==> src/rtl/mag_pkg.sv <==
package mag_pkg;
  localparam int ADDR_W   = 32;
  localparam int SIZE_W   = 3;
  localparam int FLT_W    = 6;
  localparam int MAX_LOG2 = 4;

  localparam int FB_MIS   = 0;
  localparam int FB_DERR  = 1;
  localparam int FB_DEXC  = 2;
  localparam int FB_STERR = 3;
  localparam int FB_IERR  = 4;
  localparam int FB_IEXC  = 5;

  typedef enum logic [1:0] {K_READ = 2'd0, K_WRITE = 2'd1, K_FETCH = 2'd2, K_NONE = 2'd3} kind_e;
  typedef enum logic [1:0] {V_A = 2'd0, V_B = 2'd1, V_C = 2'd2, V_OFF = 2'd3} var_e;

  typedef logic [ADDR_W-1:0] addr_t;
  typedef logic [FLT_W-1:0]  flt_t;

  typedef struct packed {
    addr_t addr;
    flt_t  fault;
  } chk_t;

  function automatic flt_t fbit(input int b);
    flt_t f;
    f = '0;
    f[b] = 1'b1;
    return f;
  endfunction

  function automatic logic in_win(input addr_t a, input addr_t lo, input addr_t hi);
    return (a >= lo) && (a <= hi);
  endfunction

  function automatic addr_t size_mask(input logic [SIZE_W-1:0] s);
    int n;
    n = (int'(s) > MAX_LOG2) ? MAX_LOG2 : int'(s);
    return addr_t'((1 << n) - 1);
  endfunction

  function automatic flt_t window_fault(input kind_e k);
    case (k)
      K_WRITE: return fbit(FB_STERR);
      K_FETCH: return fbit(FB_IERR);
      default: return fbit(FB_DERR);
    endcase
  endfunction
endpackage

==> src/rtl/mag_kind_check.sv <==
module mag_kind_check
  import mag_pkg::*;
#(
  parameter int NVAR = 3
) (
  input  addr_t addr_i,
  input  addr_t mask_i,
  input  kind_e kind_i,
  input  var_e  var_i,
  input  logic  rme_i,
  output chk_t  res_o
);
  chk_t per_var [NVAR];

  function automatic chk_t rule(input int v, input addr_t a, input addr_t m,
                                input kind_e k, input logic rme);
    chk_t  r;
    logic  mis;
    flt_t  ef;
    r.addr  = a;
    r.fault = '0;
    mis     = |(a & m);
    ef      = window_fault(k);
    case (v)
      0: begin
        if (k == K_FETCH) begin
          if (mis) begin
            r.fault = ef;
            r.addr  = a & ~m;
          end else if (in_win(a, 32'hFE80_0000, 32'hFEFF_FFFF)) begin
            r.fault = ef;
          end
        end else if (m == addr_t'(7) && in_win(a, 32'hFE80_0000, 32'hFEFF_FFFF)) begin
          r.fault = ef;
        end
      end
      1: begin
        if (mis) begin
          r.fault = fbit(FB_MIS);
          r.addr  = a & ~m;
        end
        if (r.fault == '0) begin
          if (in_win(r.addr, 32'hFEFF_0600, 32'hFEFF_7FFF) ||
              in_win(r.addr, 32'hFE80_0000, 32'hFEFE_FFFF))
            r.fault = ef;
          else if (k == K_FETCH && in_win(r.addr, 32'hFE00_4000, 32'hFE7F_FFFF))
            r.fault = fbit(FB_IEXC);
          else if (k == K_FETCH && !rme && in_win(r.addr, 32'hFE00_0000, 32'hFE00_3FFF))
            r.fault = fbit(FB_IEXC);
        end
      end
      default: begin
        if (k == K_FETCH) begin
          r.addr = a & ~m;
          if (in_win(r.addr, 32'hFE80_0000, 32'hFEFF_FFFF))
            r.fault = ef;
          else if (in_win(r.addr, 32'hFE00_8000, 32'hFE7F_FFFF))
            r.fault = fbit(FB_IEXC);
          else if (!rme && in_win(r.addr, 32'hFE00_0000, 32'hFE00_7FFF))
            r.fault = fbit(FB_IEXC);
        end else if (in_win(a, 32'hFE80_0000, 32'hFEFE_FFFF) ||
                     (m > addr_t'(3) && in_win(a, 32'hFEFF_0000, 32'hFEFF_FFFF))) begin
          r.fault = ef;
        end
      end
    endcase
    return r;
  endfunction

  for (genvar v = 0; v < NVAR; v++) begin : g_var
    assign per_var[v] = rule(v, addr_i, mask_i, kind_i, rme_i);
  end

  always_comb begin
    res_o.addr  = addr_i;
    res_o.fault = '0;
    if (kind_i != K_NONE) begin
      case (var_i)
        V_A:     res_o = per_var[0];
        V_B:     res_o = per_var[1];
        V_C:     res_o = per_var[2];
        default: ;
      endcase
    end
  end
endmodule

==> src/rtl/mag_common_check.sv <==
module mag_common_check
  import mag_pkg::*;
#(
  parameter int NVAR = 3
) (
  input  addr_t addr_i,
  input  addr_t mask_i,
  input  kind_e kind_i,
  input  var_e  var_i,
  input  logic  emask_i,
  input  logic  rme_i,
  output chk_t  res_o
);
  chk_t per_var [NVAR];

  function automatic chk_t rule(input int v, input addr_t a, input addr_t m,
                                input logic emask, input logic rme);
    chk_t r;
    r.addr  = a;
    r.fault = '0;
    case (v)
      0: begin
        if (|(a & m)) begin
          if (!emask) r.fault = fbit(FB_DERR);
          r.addr = a & ~m;
        end
      end
      1: begin
        if (in_win(a, 32'hFE00_0000, 32'hFE7F_FFFF)) r.fault = fbit(FB_DEXC);
      end
      default: begin
        if (in_win(a, 32'hFE00_0000, 32'hFE3F_FFFF) || in_win(a, 32'hFE40_8000, 32'hFE7F_FFFF))
          r.fault = fbit(FB_DEXC);
        else if (!rme && in_win(a, 32'hFE40_0000, 32'hFE40_7FFF))
          r.fault = fbit(FB_DEXC);
      end
    endcase
    return r;
  endfunction

  for (genvar v = 0; v < NVAR; v++) begin : g_var
    assign per_var[v] = rule(v, addr_i, mask_i, emask_i, rme_i);
  end

  always_comb begin
    res_o.addr  = addr_i;
    res_o.fault = '0;
    if (kind_i == K_READ || kind_i == K_WRITE) begin
      case (var_i)
        V_A:     res_o = per_var[0];
        V_B:     res_o = per_var[1];
        V_C:     res_o = per_var[2];
        default: ;
      endcase
    end
  end
endmodule

==> src/rtl/mag_resp_stage.sv <==
module mag_resp_stage
  import mag_pkg::*;
(
  input  logic  clk,
  input  logic  rst_n,
  input  logic  in_valid,
  output logic  in_ready,
  input  chk_t  in_res,
  output logic  out_valid,
  input  logic  out_ready,
  output addr_t out_addr,
  output flt_t  out_fault
);
  assign in_ready = !out_valid || out_ready;

  always_ff @(posedge clk) begin
    if (!rst_n) begin
      out_valid <= 1'b0;
      out_addr  <= '0;
      out_fault <= '0;
    end else if (in_ready) begin
      out_valid <= in_valid;
      if (in_valid) begin
        out_addr  <= in_res.addr;
        out_fault <= in_res.fault;
      end else begin
        out_fault <= '0;
      end
    end
  end
endmodule

==> src/rtl/mem_access_guard.sv <==
module mem_access_guard
  import mag_pkg::*;
#(
  parameter int NVAR = 3
) (
  input  logic              clk,
  input  logic              rst_n,
  input  logic              req_valid,
  output logic              req_ready,
  input  logic [ADDR_W-1:0] req_addr,
  input  logic [SIZE_W-1:0] req_size,
  input  logic [1:0]        req_kind,
  input  logic [1:0]        req_variant,
  input  logic              req_emask,
  input  logic              req_rme,
  output logic              rsp_valid,
  input  logic              rsp_ready,
  output logic [ADDR_W-1:0] rsp_addr,
  output logic [FLT_W-1:0]  rsp_fault
);
  addr_t mask_w;
  kind_e kind_w;
  var_e  var_w;
  chk_t  kind_res;
  chk_t  common_res;
  chk_t  merged_res;
  flt_t  kind_fault;
  flt_t  common_fault;

  assign mask_w = size_mask(req_size);
  assign kind_w = kind_e'(req_kind);
  assign var_w  = var_e'(req_variant);

  mag_kind_check #(.NVAR(NVAR)) kind_i (
    .addr_i (req_addr),
    .mask_i (mask_w),
    .kind_i (kind_w),
    .var_i  (var_w),
    .rme_i  (req_rme),
    .res_o  (kind_res)
  );

  mag_common_check #(.NVAR(NVAR)) common_i (
    .addr_i  (kind_res.addr),
    .mask_i  (mask_w),
    .kind_i  (kind_w),
    .var_i   (var_w),
    .emask_i (req_emask),
    .rme_i   (req_rme),
    .res_o   (common_res)
  );

  assign kind_fault   = kind_res.fault;
  assign common_fault = common_res.fault;

  always_comb begin
    merged_res.addr  = common_res.addr;
    merged_res.fault = (|kind_fault) ? kind_fault : common_fault;
  end

  mag_resp_stage resp_i (
    .clk       (clk),
    .rst_n     (rst_n),
    .in_valid  (req_valid),
    .in_ready  (req_ready),
    .in_res    (merged_res),
    .out_valid (rsp_valid),
    .out_ready (rsp_ready),
    .out_addr  (rsp_addr),
    .out_fault (rsp_fault)
  );
endmodule

==> config.mk <==
export PLATFORM = sky130hd
export DESIGN_NAME = mem_access_guard
export DESIGN_NICKNAME = d
export VERILOG_FILES = /design/src/rtl/mag_pkg.sv /design/src/rtl/mag_kind_check.sv /design/src/rtl/mag_common_check.sv /design/src/rtl/mag_resp_stage.sv /design/src/rtl/mem_access_guard.sv
export SDC_FILE = /design/constraint.sdc
export NUM_CORES = 1
export LEC_CHECK = 0
export ABC_AREA = 0
export BUFFER_PORTS_ARGS = -buffer_cell sky130_fd_sc_hd__buf_2
export CORE_UTILIZATION = 49
export CTS_BUF_LIST = sky130_fd_sc_hd__clkbuf_4 sky130_fd_sc_hd__clkbuf_8 sky130_fd_sc_hd__clkbuf_16
export CTS_CLUSTER_DIAMETER = 100
export DETAILED_ROUTE_END_ITERATION = 8
export GPL_TIMING_DRIVEN = 0
export PLACE_DENSITY = 0.85
export SLEW_MARGIN = 20
export SYNTH_ARGS = -nofsm -noshare
export SYNTH_HDL_FRONTEND = slang
export SYNTH_SLANG_ARGS = --single-unit
==> constraint.sdc <==
create_clock -name clk -period 2.3 [get_ports clk]
set_input_delay 0.23 -clock clk [delete_from_list [all_inputs] [get_ports clk]]
set_output_delay 0.23 -clock clk [all_outputs]
set_load 0.05 [all_outputs]
==> summary.md <==
| Metric | Value |
|---|---|
| # diodes | `0` |
| CTS tree | `yes` |
| Netlist cell types | `53` |
| Achievable Freq | `485.9 MHz` |
| Critical path start-end classification | `in2reg` |
| Sequential fraction of the synthesis area | `36.03%` |
| End of the critical path | `resp_i.out_fault[2]$_SDFFE_PN0N_` |
| Most frequent cells in the layout | `buf_2 (80), nand2_1 (64), dfxtp_1 (39)` |
| Largest net degree at the start of global routing | `13` |
| Clock-pin slew of the registers on the worst-case setup and hold paths | `80 ps` |
| Crit. End Element | `flop` |
| Slew margin rel. | `62.75%` |
| Status | `completed` |
| Placed cell area | `2634 um^2` |
| DRT antenna net count | `0` |
| Routed WL | `5.776 mm` |
| DRT iter0 DRCs | `116` |
| Setup fix buffers added after clock tree synthesis | `0` |
| GR Overflow Total | `0` |
| Layout fillers | `368` |
| Post-Syn Instances | `266` |
| Die Span Y | `68.50 um` |
| Leading cell type in the layout, fill and taps excluded | `buf_2` |
| Yosys reg bits | `39` |
| Tmin final | `2058 ps` |
| Remaining DRCs | `0` |
| EDFF count, synth | `0` |
| Skew final | `2.215 ps` |
| Wire length on met3 | `411 um` |
| Worst-path maximum fanout | `8` |
| Clock buffer depth | `2` |
| Detailed placement HPWL | `4.486 mm` |
| First-pass GRT wire length | `9.177 mm` |
| Peak supply drop | `0.0004607 V` |
| Pins Over Slew Limit | `0` |
| Met2 WL | `2.810 mm` |
| Setup Viol. Count Final | `0` |
| Mux contribution to synthesized area | `0.4619%` |
| Row cnt | `23` |
| Post-Synth XOR/XNOR Area | `0%` |
| CTS H-tree lvls | `2` |
| Pwr Total | `1.676 mW` |
| Critical Path AT | `2280 ps` |
| Layout cells sized above 1 | `29.38%` |
| Hold Vio Cnt, Final | `0` |
| Via count | `2241` |
| Worst Path Required | `2520 ps` |
| Clock Latency Late Sink | `290 ps` |
| Initial antenna violation count | `0` |
| Synthesis Warnings | `0` |
| Final layout net count | `405` |
| Vias in the first global route | `2070` |
| CTS resizes | `0` |
| Worst Hold Class | `in2reg` |
| Worst Reg2Reg Path Length in Cells | `9` |
| RSZ-0062 raised after global routing | `no` |
| Main flop type after synthesis | `dfxtp_1` |
| CTS hold repair buffers | `0` |
| Die ar. | `4692 um^2` |
| Core area | `4115 um^2` |
| Syn_nets | `318` |
| Worst R2R Start | `resp_i.out_valid$_SDFFE_PN0N_` |
| All-Layer GR Usage | `26.50%` |
| DR top layer | `met4` |
| Die width | `68.50 um` |
| Final non-filler cell area | `2739 um^2` |
| I/O pins | `85` |
| Syn Area/Cell | `8.147 um^2` |
| Cell area after synthesis | `2167 um^2` |
| Main combinational cell family by area after synthesis | `compound AO/OA/AOI/OAI gates` |
| Synth Area in Compound Gates | `27.77%` |
| Sink Count | `39` |
| Root Buffer | `clkbuf_8` |
| Initial core utilization | `52.66%` |
| Max-Cap Viols | `0` |
| Area Growth Syn to Fin | `26.39%` |
| Crit. Startpoint | `req_kind[0]` |
| Pwr dens | `611.9 nW/um^2` |
| DR vias/cell | `5.547` |
| Worst R2R Setup Slack | `290 ps` |
| Synth Area in Simple Gates | `25.98%` |
| Post-route clock period utilization | `89.47%` |
| R2R Path End | `resp_i.out_addr[24]$_SDFFE_PN0P_` |
| M1 wire length | `2.494 mm` |
| GPL Wtd Cong | `0.9456` |
| Leak | `1.202 nW` |
| Slew at the pin with the worst max-slew slack | `551.7 ps` |
| Wirelength per Cell | `14.30 um` |
| DRT Pass-1 Iters | `4` |
| Ys async rst share | `0%` |
| Setup TNS | `0 ps` |
| Crit path launch type | `primary input` |
| Synthesized-area fraction occupied by adder cells | `4.042%` |
| Port bufs | `80` |
| Total CTS buffers | `5` |
==> state kept, by name (all words and copies together) (netlist names) <==
register	count
resp_i.out_fault	6
resp_i.out_addr	32
resp_i.out_valid	1
==> stage by stage <==
stage	hold slack, ps	cells	setup WS [ps]	util (%)
6_report	174.6	404	242.1	66.56
5_1_grt	184.4	404	70.53	66.56
3_5_place_dp	449.6	396	-46.74	64.00
4_1_cts	175.2	404	132.3	66.52
3_3_place_gp	436.5	396	-17.04	64.00
2_1_floorplan	353.8	266	52.95	-
==> worst max-delay path, stage by stage <==
cell	delay [ps]
buf_2	120
inv_1	80
ha_1	290
or3b_1	370
a2111oi_0	350
nand3b_1	190
a22oi_2	120
o31a_1	320
o31ai_2	200
==> final cells by class <==
cell class | instances | area [um^2] | share of cell area (%)
timing repair buffer | 80 | 400.4 | 14.62
multi-input combinational | 204 | 1270 | 46.37
clock inverter | 1 | 7.507 | 0.2741
sequential | 39 | 780.7 | 28.51
clock buffer | 7 | 96.34 | 3.518
inverter | 7 | 30.03 | 1.096
tap | 50 | 62.56 | 2.284
buffer | 16 | 91.34 | 3.335
==> worst min path at each step <==
stage | depth (start not counted) | end | slack (ps) | startpoint
after floorplan | 1 | resp_i.out_valid$_SDFFE_PN0N_ | 350 | req_valid
after CTS | 2 | resp_i.out_valid$_SDFFE_PN0N_ | 180 | req_valid
final | 2 | resp_i.out_valid$_SDFFE_PN0N_ | 170 | req_valid
after global routing | 2 | resp_i.out_addr[7]$_SDFFE_PN0P_ | 180 | req_addr[7]
after global placement | 2 | resp_i.out_fault[4]$_SDFFE_PN0N_ | 440 | resp_i.out_fault[4]$_SDFFE_PN0N_
after detailed placement | 2 | resp_i.out_fault[4]$_SDFFE_PN0N_ | 450 | resp_i.out_fault[4]$_SDFFE_PN0N_
==> report_power, final <==
group	leakage, nW	total (mW)	internal, mW	switching (mW)
registers	0.320	0.730	0.712	0.0174
logic	0.831	0.426	0.130	0.296
clock network	0.0505	0.521	0.273	0.248
==> synth_stat cells, types with 3 or more instances <==
library cell	count	area, um^2
nand2_1	64	240.2
dfxtp_1	39	780.8
a21boi_0	26	195.2
o21ai_0	12	60.06
clkbuf_1	11	41.29
nor2_1	8	30.03
ha_1	7	87.58
inv_1	7	26.28
nand3_1	7	35.03
a21oi_1	6	30.03
a32o_1	4	40.04
buf_6	4	45.04
nor2b_1	4	25.02
o2111ai_1	4	35.03
o211ai_1	4	30.03
a211oi_1	3	22.52
nand2b_1	3	18.77
nand4_1	3	18.77
nor3_1	3	15.01
nor4_1	3	18.77
or2_2	3	18.77
==> layer usage <==
| layer | vias up | global-route usage, % |
|---|---|---|
| li1 | 1123 | - |
| met1 | 1030 | 31.99 |
| met2 | 81 | 44.36 |
| met3 | 7 | 6.086 |
| met4 | 0 | 12.24 |
| met5 | - | 0 |
==> kinds of logic after synthesis <==
| family | after synthesis |
|---|---|
| AOI/OAI and AO/OA | 80 |
| and+or+nand+nor | 114 |
| DFF | 39 |
| adders and majority gates | 7 |
| muxes | 1 |
| other | 2 |
| buffers and inverters | 23 |
Power figures use the tool's default switching activity.
